$ cat src/rtl/dchain_pkg.sv
package dchain_pkg;
  localparam int DW = 32;

  localparam logic [2:0] REG_CFG  = 3'd0;
  localparam logic [2:0] REG_DPTR = 3'd1;
  localparam logic [2:0] REG_SPTR = 3'd2;
  localparam logic [2:0] REG_DBEL = 3'd3;
  localparam logic [2:0] REG_IRQ  = 3'd4;
  localparam logic [2:0] REG_STAT = 3'd5;
  localparam logic [2:0] REG_BCNT = 3'd6;

  // descriptor word 0 bit positions
  localparam int C0_VALID = 31;
  localparam int C0_IE    = 8;
  localparam int C0_SPSEL = 4;
  localparam int C0_CLRV  = 2;

  typedef enum logic [1:0] {
    ST_NONE = 2'd0,
    ST_CUR  = 2'd1,
    ST_CMD  = 2'd2,
    ST_REM  = 2'd3
  } stat_op_e;

  typedef enum logic [2:0] {
    S_IDLE, S_FETCH, S_CHECK, S_XFER, S_STAT, S_CLRV, S_NEXT
  } seq_state_e;
endpackage

$ cat src/rtl/dchain_regs.sv
module dchain_regs
  import dchain_pkg::*;
#(
  parameter int BCW = 22,
  parameter int ALB = 5
) (
  input  logic           clk_i,
  input  logic           rst_ni,
  input  logic           wr_i,
  input  logic [2:0]     addr_i,
  input  logic [DW-1:0]  wdata_i,
  output logic [DW-1:0]  rdata_o,
  output logic           en_o,
  output logic [DW-1:0]  dptr_o,
  output logic [DW-1:0]  sptr_o,
  output logic [2:0]     status_o,
  output logic           pend_o,
  output logic           irq_o,
  input  logic           fetch_start_i,
  input  logic           halt_i,
  input  logic           valid_set_i,
  input  logic           done_i,
  input  logic           done_ie_i,
  input  logic [DW-1:0]  nxt_ptr_i,
  input  logic           bc_load_i,
  input  logic [BCW-1:0] bc_val_i
);
  localparam logic [DW-1:0] DPTR_MASK = ~DW'((1 << ALB) - 1);
  localparam logic [DW-1:0] SPTR_MASK = ~DW'(3);

  logic           en_q, db_q, v_q, h_q, pend_q, ie_q;
  logic [DW-1:0]  dptr_q, sptr_q;
  logic [BCW-1:0] bc_q;

  logic wr_cfg, wr_dptr, wr_sptr, wr_db, irq_clr;
  assign wr_cfg  = wr_i && addr_i == REG_CFG;
  assign wr_dptr = wr_i && addr_i == REG_DPTR;
  assign wr_sptr = wr_i && addr_i == REG_SPTR;
  assign wr_db   = wr_i && addr_i == REG_DBEL;
  assign irq_clr = wr_i && addr_i == REG_IRQ && wdata_i[0];

  always_ff @(posedge clk_i or negedge rst_ni) begin
    if (!rst_ni) begin
      en_q   <= 1'b0;
      db_q   <= 1'b0;
      v_q    <= 1'b0;
      h_q    <= 1'b0;
      pend_q <= 1'b0;
      ie_q   <= 1'b0;
      dptr_q <= '0;
      sptr_q <= '0;
      bc_q   <= '0;
    end else begin
      if (wr_cfg) en_q <= wdata_i[0];
      if (wr_sptr) sptr_q <= wdata_i & SPTR_MASK;
      if (done_i) dptr_q <= nxt_ptr_i;
      else if (wr_dptr) dptr_q <= wdata_i & DPTR_MASK;
      if (wr_db) db_q <= 1'b1;
      else if (fetch_start_i) db_q <= 1'b0;
      if (halt_i) h_q <= 1'b1;
      else if (fetch_start_i) h_q <= 1'b0;
      if (valid_set_i) v_q <= 1'b1;
      else if (done_i) v_q <= 1'b0;
      if (done_i) begin
        pend_q <= 1'b1;
        if (done_ie_i) ie_q <= 1'b1;
      end else if (irq_clr) begin
        pend_q <= 1'b0;
        ie_q   <= 1'b0;
      end
      if (bc_load_i) bc_q <= bc_val_i;
    end
  end

  always_comb begin
    rdata_o = '0;
    unique case (addr_i)
      REG_CFG:  rdata_o[0] = en_q;
      REG_DPTR: rdata_o = dptr_q;
      REG_SPTR: rdata_o = sptr_q;
      REG_IRQ:  rdata_o[0] = pend_q;
      REG_STAT: rdata_o[2:0] = {db_q, v_q, h_q};
      REG_BCNT: rdata_o[BCW-1:0] = bc_q;
      default:  rdata_o = '0;
    endcase
  end

  assign en_o     = en_q;
  assign dptr_o   = dptr_q;
  assign sptr_o   = sptr_q;
  assign status_o = {db_q, v_q, h_q};
  assign pend_o   = pend_q;
  assign irq_o    = pend_q & ie_q;
endmodule

$ cat src/rtl/dchain_fsm.sv
module dchain_fsm
  import dchain_pkg::*;
#(
  parameter int BCW = 22,
  parameter int ALB = 5
) (
  input  logic           clk_i,
  input  logic           rst_ni,
  input  logic           en_i,
  input  logic           db_i,
  input  logic [DW-1:0]  dptr_i,
  input  logic [DW-1:0]  sptr_i,
  input  logic [2:0]     status_i,
  output logic           mem_req_o,
  output logic           mem_we_o,
  output logic [DW-1:0]  mem_addr_o,
  output logic [DW-1:0]  mem_wdata_o,
  input  logic           mem_ack_i,
  input  logic [DW-1:0]  mem_rdata_i,
  output logic           xfer_req_o,
  output logic [BCW-1:0] xfer_bytes_o,
  input  logic           xfer_done_i,
  input  logic [BCW-1:0] xfer_rem_i,
  output logic           fetch_start_o,
  output logic           halt_o,
  output logic           valid_set_o,
  output logic           done_o,
  output logic           done_ie_o,
  output logic [DW-1:0]  nxt_ptr_o,
  output logic           bc_load_o,
  output logic [BCW-1:0] bc_val_o,
  output seq_state_e     state_o
);
  localparam int IDXW     = ALB - 2;
  localparam int NWORDS   = 1 << IDXW;
  localparam int STAT_IDX = NWORDS - 2;
  localparam int NXT_IDX  = NWORDS - 1;
  localparam int NXW      = DW - ALB;

  seq_state_e      state_q;
  logic [IDXW-1:0] idx_q;
  logic [DW-1:0]   base_q, cmd0_q;
  logic [BCW-1:0]  bc_q, rem_q;
  logic [NXW-1:0]  nxt_q;

  stat_op_e st_op;
  logic     last_word, cmd_valid, start_idle, start_next;
  logic [DW-1:0] cmd0_inv, stat_word;

  assign st_op      = stat_op_e'(cmd0_q[1:0]);
  assign last_word  = idx_q == IDXW'(NXT_IDX);
  assign cmd_valid  = cmd0_q[C0_VALID];
  assign cmd0_inv   = cmd0_q & ~(DW'(1) << C0_VALID);
  assign nxt_ptr_o  = {nxt_q, {ALB{1'b0}}};
  assign start_idle = state_q == S_IDLE && en_i && db_i;
  assign start_next = state_q == S_NEXT && en_i;

  always_comb begin
    unique case (st_op)
      ST_CUR:  stat_word = {{(DW-3){1'b0}}, status_i};
      ST_CMD:  stat_word = cmd0_inv;
      ST_REM:  stat_word = {{(DW-BCW){1'b0}}, rem_q};
      default: stat_word = '0;
    endcase
  end

  always_ff @(posedge clk_i or negedge rst_ni) begin
    if (!rst_ni) begin
      state_q <= S_IDLE;
      idx_q   <= '0;
      base_q  <= '0;
      cmd0_q  <= '0;
      bc_q    <= '0;
      rem_q   <= '0;
      nxt_q   <= '0;
    end else begin
      unique case (state_q)
        S_IDLE: if (start_idle) begin
          base_q  <= dptr_i;
          idx_q   <= '0;
          state_q <= S_FETCH;
        end
        S_FETCH: if (mem_ack_i) begin
          if (idx_q == IDXW'(0)) cmd0_q <= mem_rdata_i;
          if (idx_q == IDXW'(1)) bc_q <= mem_rdata_i[BCW-1:0];
          if (last_word) begin
            nxt_q   <= mem_rdata_i[NXW-1:0];
            state_q <= S_CHECK;
          end else begin
            idx_q <= idx_q + 1'b1;
          end
        end
        S_CHECK: state_q <= cmd_valid ? S_XFER : S_IDLE;
        S_XFER: if (xfer_done_i) begin
          rem_q <= xfer_rem_i;
          if (st_op != ST_NONE)    state_q <= S_STAT;
          else if (cmd0_q[C0_CLRV]) state_q <= S_CLRV;
          else                      state_q <= S_NEXT;
        end
        S_STAT: if (mem_ack_i) state_q <= cmd0_q[C0_CLRV] ? S_CLRV : S_NEXT;
        S_CLRV: if (mem_ack_i) state_q <= S_NEXT;
        S_NEXT: begin
          if (en_i) begin
            base_q  <= nxt_ptr_o;
            idx_q   <= '0;
            state_q <= S_FETCH;
          end else begin
            state_q <= S_IDLE;
          end
        end
        default: state_q <= S_IDLE;
      endcase
    end
  end

  always_comb begin
    mem_req_o   = 1'b0;
    mem_we_o    = 1'b0;
    mem_addr_o  = base_q;
    mem_wdata_o = '0;
    unique case (state_q)
      S_FETCH: begin
        mem_req_o  = 1'b1;
        mem_addr_o = base_q + {{(DW-ALB){1'b0}}, idx_q, 2'b00};
      end
      S_STAT: begin
        mem_req_o   = 1'b1;
        mem_we_o    = 1'b1;
        mem_addr_o  = cmd0_q[C0_SPSEL] ? sptr_i : base_q + DW'(STAT_IDX * 4);
        mem_wdata_o = stat_word;
      end
      S_CLRV: begin
        mem_req_o   = 1'b1;
        mem_we_o    = 1'b1;
        mem_wdata_o = cmd0_inv;
      end
      default: ;
    endcase
  end

  assign xfer_req_o    = state_q == S_XFER;
  assign xfer_bytes_o  = bc_q;
  assign fetch_start_o = start_idle || start_next;
  assign halt_o        = state_q == S_CHECK && !cmd_valid;
  assign valid_set_o   = state_q == S_CHECK && cmd_valid;
  assign done_o        = state_q == S_NEXT;
  assign done_ie_o     = cmd0_q[C0_IE];
  assign bc_load_o     = valid_set_o || (state_q == S_XFER && xfer_done_i);
  assign bc_val_o      = state_q == S_XFER ? xfer_rem_i : bc_q;
  assign state_o       = state_q;
endmodule

$ cat src/rtl/dchain_seq.sv
module dchain_seq
  import dchain_pkg::*;
#(
  parameter int BCW = 22,
  parameter int ALB = 5
) (
  input  logic           clk_i,
  input  logic           rst_ni,
  input  logic           reg_wr_i,
  input  logic [2:0]     reg_addr_i,
  input  logic [31:0]    reg_wdata_i,
  output logic [31:0]    reg_rdata_o,
  output logic           mem_req_o,
  output logic           mem_we_o,
  output logic [31:0]    mem_addr_o,
  output logic [31:0]    mem_wdata_o,
  input  logic           mem_ack_i,
  input  logic [31:0]    mem_rdata_i,
  output logic           xfer_req_o,
  output logic [BCW-1:0] xfer_bytes_o,
  input  logic           xfer_done_i,
  input  logic [BCW-1:0] xfer_rem_i,
  output logic           irq_o
);
  logic           en, pend, fetch_start, halt, valid_set, done, done_ie, bc_load;
  logic [DW-1:0]  dptr, sptr, nxt_ptr;
  logic [2:0]     status;
  logic [BCW-1:0] bc_val;
  seq_state_e     seq_state;

  dchain_regs #(.BCW(BCW), .ALB(ALB)) u_regs (
    .clk_i, .rst_ni,
    .wr_i(reg_wr_i), .addr_i(reg_addr_i), .wdata_i(reg_wdata_i), .rdata_o(reg_rdata_o),
    .en_o(en), .dptr_o(dptr), .sptr_o(sptr), .status_o(status), .pend_o(pend), .irq_o,
    .fetch_start_i(fetch_start), .halt_i(halt), .valid_set_i(valid_set),
    .done_i(done), .done_ie_i(done_ie), .nxt_ptr_i(nxt_ptr),
    .bc_load_i(bc_load), .bc_val_i(bc_val)
  );

  dchain_fsm #(.BCW(BCW), .ALB(ALB)) u_fsm (
    .clk_i, .rst_ni,
    .en_i(en), .db_i(status[2]), .dptr_i(dptr), .sptr_i(sptr), .status_i(status),
    .mem_req_o, .mem_we_o, .mem_addr_o, .mem_wdata_o, .mem_ack_i, .mem_rdata_i,
    .xfer_req_o, .xfer_bytes_o, .xfer_done_i, .xfer_rem_i,
    .fetch_start_o(fetch_start), .halt_o(halt), .valid_set_o(valid_set),
    .done_o(done), .done_ie_o(done_ie), .nxt_ptr_o(nxt_ptr),
    .bc_load_o(bc_load), .bc_val_o(bc_val), .state_o(seq_state)
  );
endmodule

$ cat config.mk
export PLATFORM = sky130hd
export DESIGN_NAME = dchain_seq
export DESIGN_NICKNAME = d
export VERILOG_FILES = /design/src/rtl/dchain_pkg.sv /design/src/rtl/dchain_regs.sv /design/src/rtl/dchain_fsm.sv /design/src/rtl/dchain_seq.sv
export SDC_FILE = /design/constraint.sdc
export NUM_CORES = 1
export LEC_CHECK = 0
export ABC_AREA = 0
export ABC_CLOCK_PERIOD_IN_PS = 3100
export CELL_PAD_IN_SITES_DETAIL_PLACEMENT = 1
export CELL_PAD_IN_SITES_GLOBAL_PLACEMENT = 1
export CORE_MARGIN = 2
export CORE_UTILIZATION = 44
export DETAILED_ROUTE_END_ITERATION = 16
export GPL_ROUTABILITY_DRIVEN = 0
export PLACE_DENSITY = 0.83
export SYNTH_ARGS = -nofsm -noshare
export SYNTH_HDL_FRONTEND = slang
export SYNTH_SLANG_ARGS = --single-unit
$ cat constraint.sdc
create_clock -name clk_i -period 3.1 [get_ports clk_i]
set_input_delay 0.31 -clock clk_i [delete_from_list [all_inputs] [get_ports clk_i]]
set_output_delay 0.31 -clock clk_i [all_outputs]
set_load 0.005 [all_outputs]
==> metrics.yaml <==
logic_synthesis:
  synth_top_family_by_area: "multiplexers"
  synth_edf_count: 0
  yosys.area.top_type: "dfrtp_1"
  syn_area_per_cell_um2: 11.58
  async_flop_share: 1.000
  synth_top_area_share: 0.5324
  yosys_warnings: 0
  ys_top_cells_by_area: "dfrtp_1 (53%), mux2_2 (13%), mux2i_1 (5.2%)"
  synth_area_um2: 10390
  synth_compound_area_frac: 0.1079
  postSynthCellCount: 897
  synth_fa_ha_area_frac: 0.004818
  synth-simple-area-share: 0.08600
  ys_types: 48
  synth_xor_area_frac: 0
  synthMuxAreaShare: 0.2287
  yosysSeqAreaShare: 0.5324
  synthFlopType: "dfrtp_1"
  ys_ff_latch: 221
placed_design:
  numPortBuffers: 211
  place_hpwl_um: 22230
  dpl.cell_count: 1393
clock_tree:
  clk_pin_slew_worst_paths_ns: 0.06
  clk_latency_ns: 0.51
  cts_setup_buffers: 0
  cts_tree: "done"
  htreeDepth: 1
  cts.sinks: 221
  cts_buffer_depth: 3
  cts_made_buffers: 24
  post_cts_resized: 0
  root_buffer: "clkbuf_16"
drt:
  drt_iter0_drc: 424
  vias_per_cell: 5.495
  ant_nets: 0
  vias: 7902
  dr.pass1.iters: 4
  finalWirelength_um: 31880
  wire_per_inst_um: 22.17
  drc: 0
setup_path:
  timing.rr.start: "u_fsm.state_o[0]$_DFFE_PN0P_"
  critical_path_arrival_ns: 2.68
  crit_fanout: 28
  rr_worst_depth: 6
  r2r_end: "u_fsm.cmd0_q[7]$_DFFE_PN0P_"
  worst-setup-path-type: "reg -> out"
  worstPathRequired_ns: 2.79
  rrSetupSlack_ns: 0.66
  crit_path_end_kind: "primary output"
  worstSetupStartpointType: "register"
sta:
  relSlewSlack: 0.5167
  rsz0062_at_grt: "false"
  fin_skew_ns: 0.009118
  setup_viol: 0
  finalMaxSlewViolations: 0
  fmax_ghz: 0.3344
  final-hold-violation-count: 0
  worstMarginPinSlew_ns: 0.7233
  fin_crit_ns: 2.990
  setup_tns_ns: 0
  fin_crit_sh: 0.9646
pwr:
  vdd_drop_max_mv: 0.4457
  p_per_area_nw_per_um2: 879.1
  leakage_nw: 5.732
floorplanning:
  dieArea_um2: 24850
  num_rows: 56
  die_w_um: 157.7
  core_area_um2: 23330
  start_util: 0.4452
  die_h_um: 157.7
  num_io_pins: 216
cells_and_area:
  final_common_cell: "dfrtp_1"
  multi_input_area_um2: 4489
  final_nets: 1199
  final_cells: 1438
  fillers: 2450
  drive_gt1_frac: 0.1762
  regArea_um2: 5530
  syn_to_final_growth_pct: 31.50
  final_cell_mix: "dfrtp_1 (221), clkdlybuf4s50_1 (210), mux2_2 (116), nand2_1 (114), o21ai_0 (68)"
job:
  drv_cap: 0
global_route:
  overflow: 0
  grt_max_degree: 82
  grt_pass1_wl_um: 49480
  grt.total_usage: 0.2608
  antenna_found_initial: 1
  grt_pass1_vias: 8479
hold_path:
  hp-class: "in -> async"
run_status:
  status: "complete, no violations"
-- how the worst max path moves through the flow --
stage               depth (start not counted)                    startpoint         endpoint  slack, ns
finish                                      5  u_fsm.state_o[0]$_DFFE_PN0P_   mem_addr_o[12]       0.11
global route                                5  u_fsm.state_o[0]$_DFFE_PN0P_   mem_addr_o[10]       0.02
CTS                                         5  u_fsm.state_o[0]$_DFFE_PN0P_    mem_addr_o[8]       0.09
floorplan                                   5  u_fsm.state_o[0]$_DFFE_PN0P_   mem_addr_o[22]       1.20
global placement                            7                 reg_addr_i[1]  reg_rdata_o[21]       0.45
detailed placement                          7                 reg_addr_i[1]   reg_rdata_o[8]       0.46
-- power breakdown --
group          internal [mW]  total, mW  leakage [nW]  switching (mW)
registers               4.02       4.89          2.72           0.872
logic                   2.42       4.31          2.63            1.89
clock network           1.68       2.81         0.381            1.13
total                   8.12       12.0          5.73            3.89
-- Yosys cell counts, drive strengths merged, types with 2 or more instances --
master	count
inv	12
nor3	3
a22o	22
mux2i	54
mux2	163
and3	3
buf	44
nor2	48
clkbuf	21
and2	10
dfrtp	221
o21ai	72
nand2b	6
nor4b	3
nand2	114
o31ai	3
o22ai	2
o41ai	2
a31oi	28
a22oi	28
nor2b	5
ha	4
a211oi	2
a21oi	14
-- kinds of logic (layout without fill, tap and decap cells) --
| logic type | after synthesis | after routing |
|---|---|---|
| flops | 221 | 221 |
| mux | 217 | 217 |
| other cells | 1 | 4 |
| compound gates | 178 | 178 |
| buf+inv | 77 | 296 |
| simple gates | 199 | 199 |
| fa+ha+maj | 4 | 4 |
-- per-layer routing --
layer / up-vias / track usage / part of all wire
met5: - / 0 / 0.00053
met4: 2 / 0.06104 / 0.020
met3: 46 / 0.04599 / 0.055
met2: 226 / 0.4135 / 0.47
met1: 4020 / 0.3749 / 0.46
li1: 3608 / - / -
-- flip-flops by register name (all words and copies together), names as in the netlist --
| name | flops |
|---|---|
| u_fsm.base_q | 27 |
| u_fsm.cmd0_q | 32 |
| u_fsm.idx_q | 3 |
| u_fsm.nxt_q | 27 |
| u_fsm.rem_q | 22 |
| u_fsm.state_o | 3 |
| u_fsm.xfer_bytes_o | 22 |
| u_regs.bc_q | 22 |
| u_regs.db_q | 1 |
| u_regs.dptr_o | 27 |
| u_regs.en_o | 1 |
| u_regs.h_q | 1 |
| u_regs.ie_q | 1 |
| u_regs.pend_o | 1 |
| u_regs.sptr_o | 30 |
| u_regs.v_q | 1 |
-- repair_timing --
action | in CTS | in global routing
hold buffers | 1 | 0
setup endpoints to repair | 0 | 1
endpoints found under the hold margin | 78 | 0
-- layout make-up --
class,instances,share of cell area
flip-flops and latches,221,0.4049
repair buffers,241,0.1772
clock inverters,4,0.003298
clock buffers,39,0.05331
well taps,319,0.02922
inverters,12,0.003298
diodes,1,0.0001832
multi-input cells,601,0.3287
-- critical path, cell delays in order, from the launching register on --
cell	delay [ns]
dfrtp_1	0.47
nand2b_1	0.28
nor3b_2	0.29
buf_12	0.25
mux2_2	0.38
clkdlybuf4s50_1	0.46
-- through the flow --
stage / cell area [µm²] / hold slack, ns / total power, mW / setup WS (ns) / util
detailed placement: 12870 / 0.3599 / 9.208 / 0.4614 / 0.5517
global route: 13660 / 0.3947 / 12.75 / 0.01913 / 0.5853
global placement: 12870 / 0.3526 / 8.972 / 0.4493 / 0.5517
finish: 13660 / 0.3574 / 12.01 / 0.1096 / 0.5854
floorplan: 10400 / 0.01441 / 7.019 / 1.202 / -
CTS: 13660 / 0.3510 / 12.11 / 0.08545 / 0.5853
Note: power is estimated with default switching activity, not from simulation.
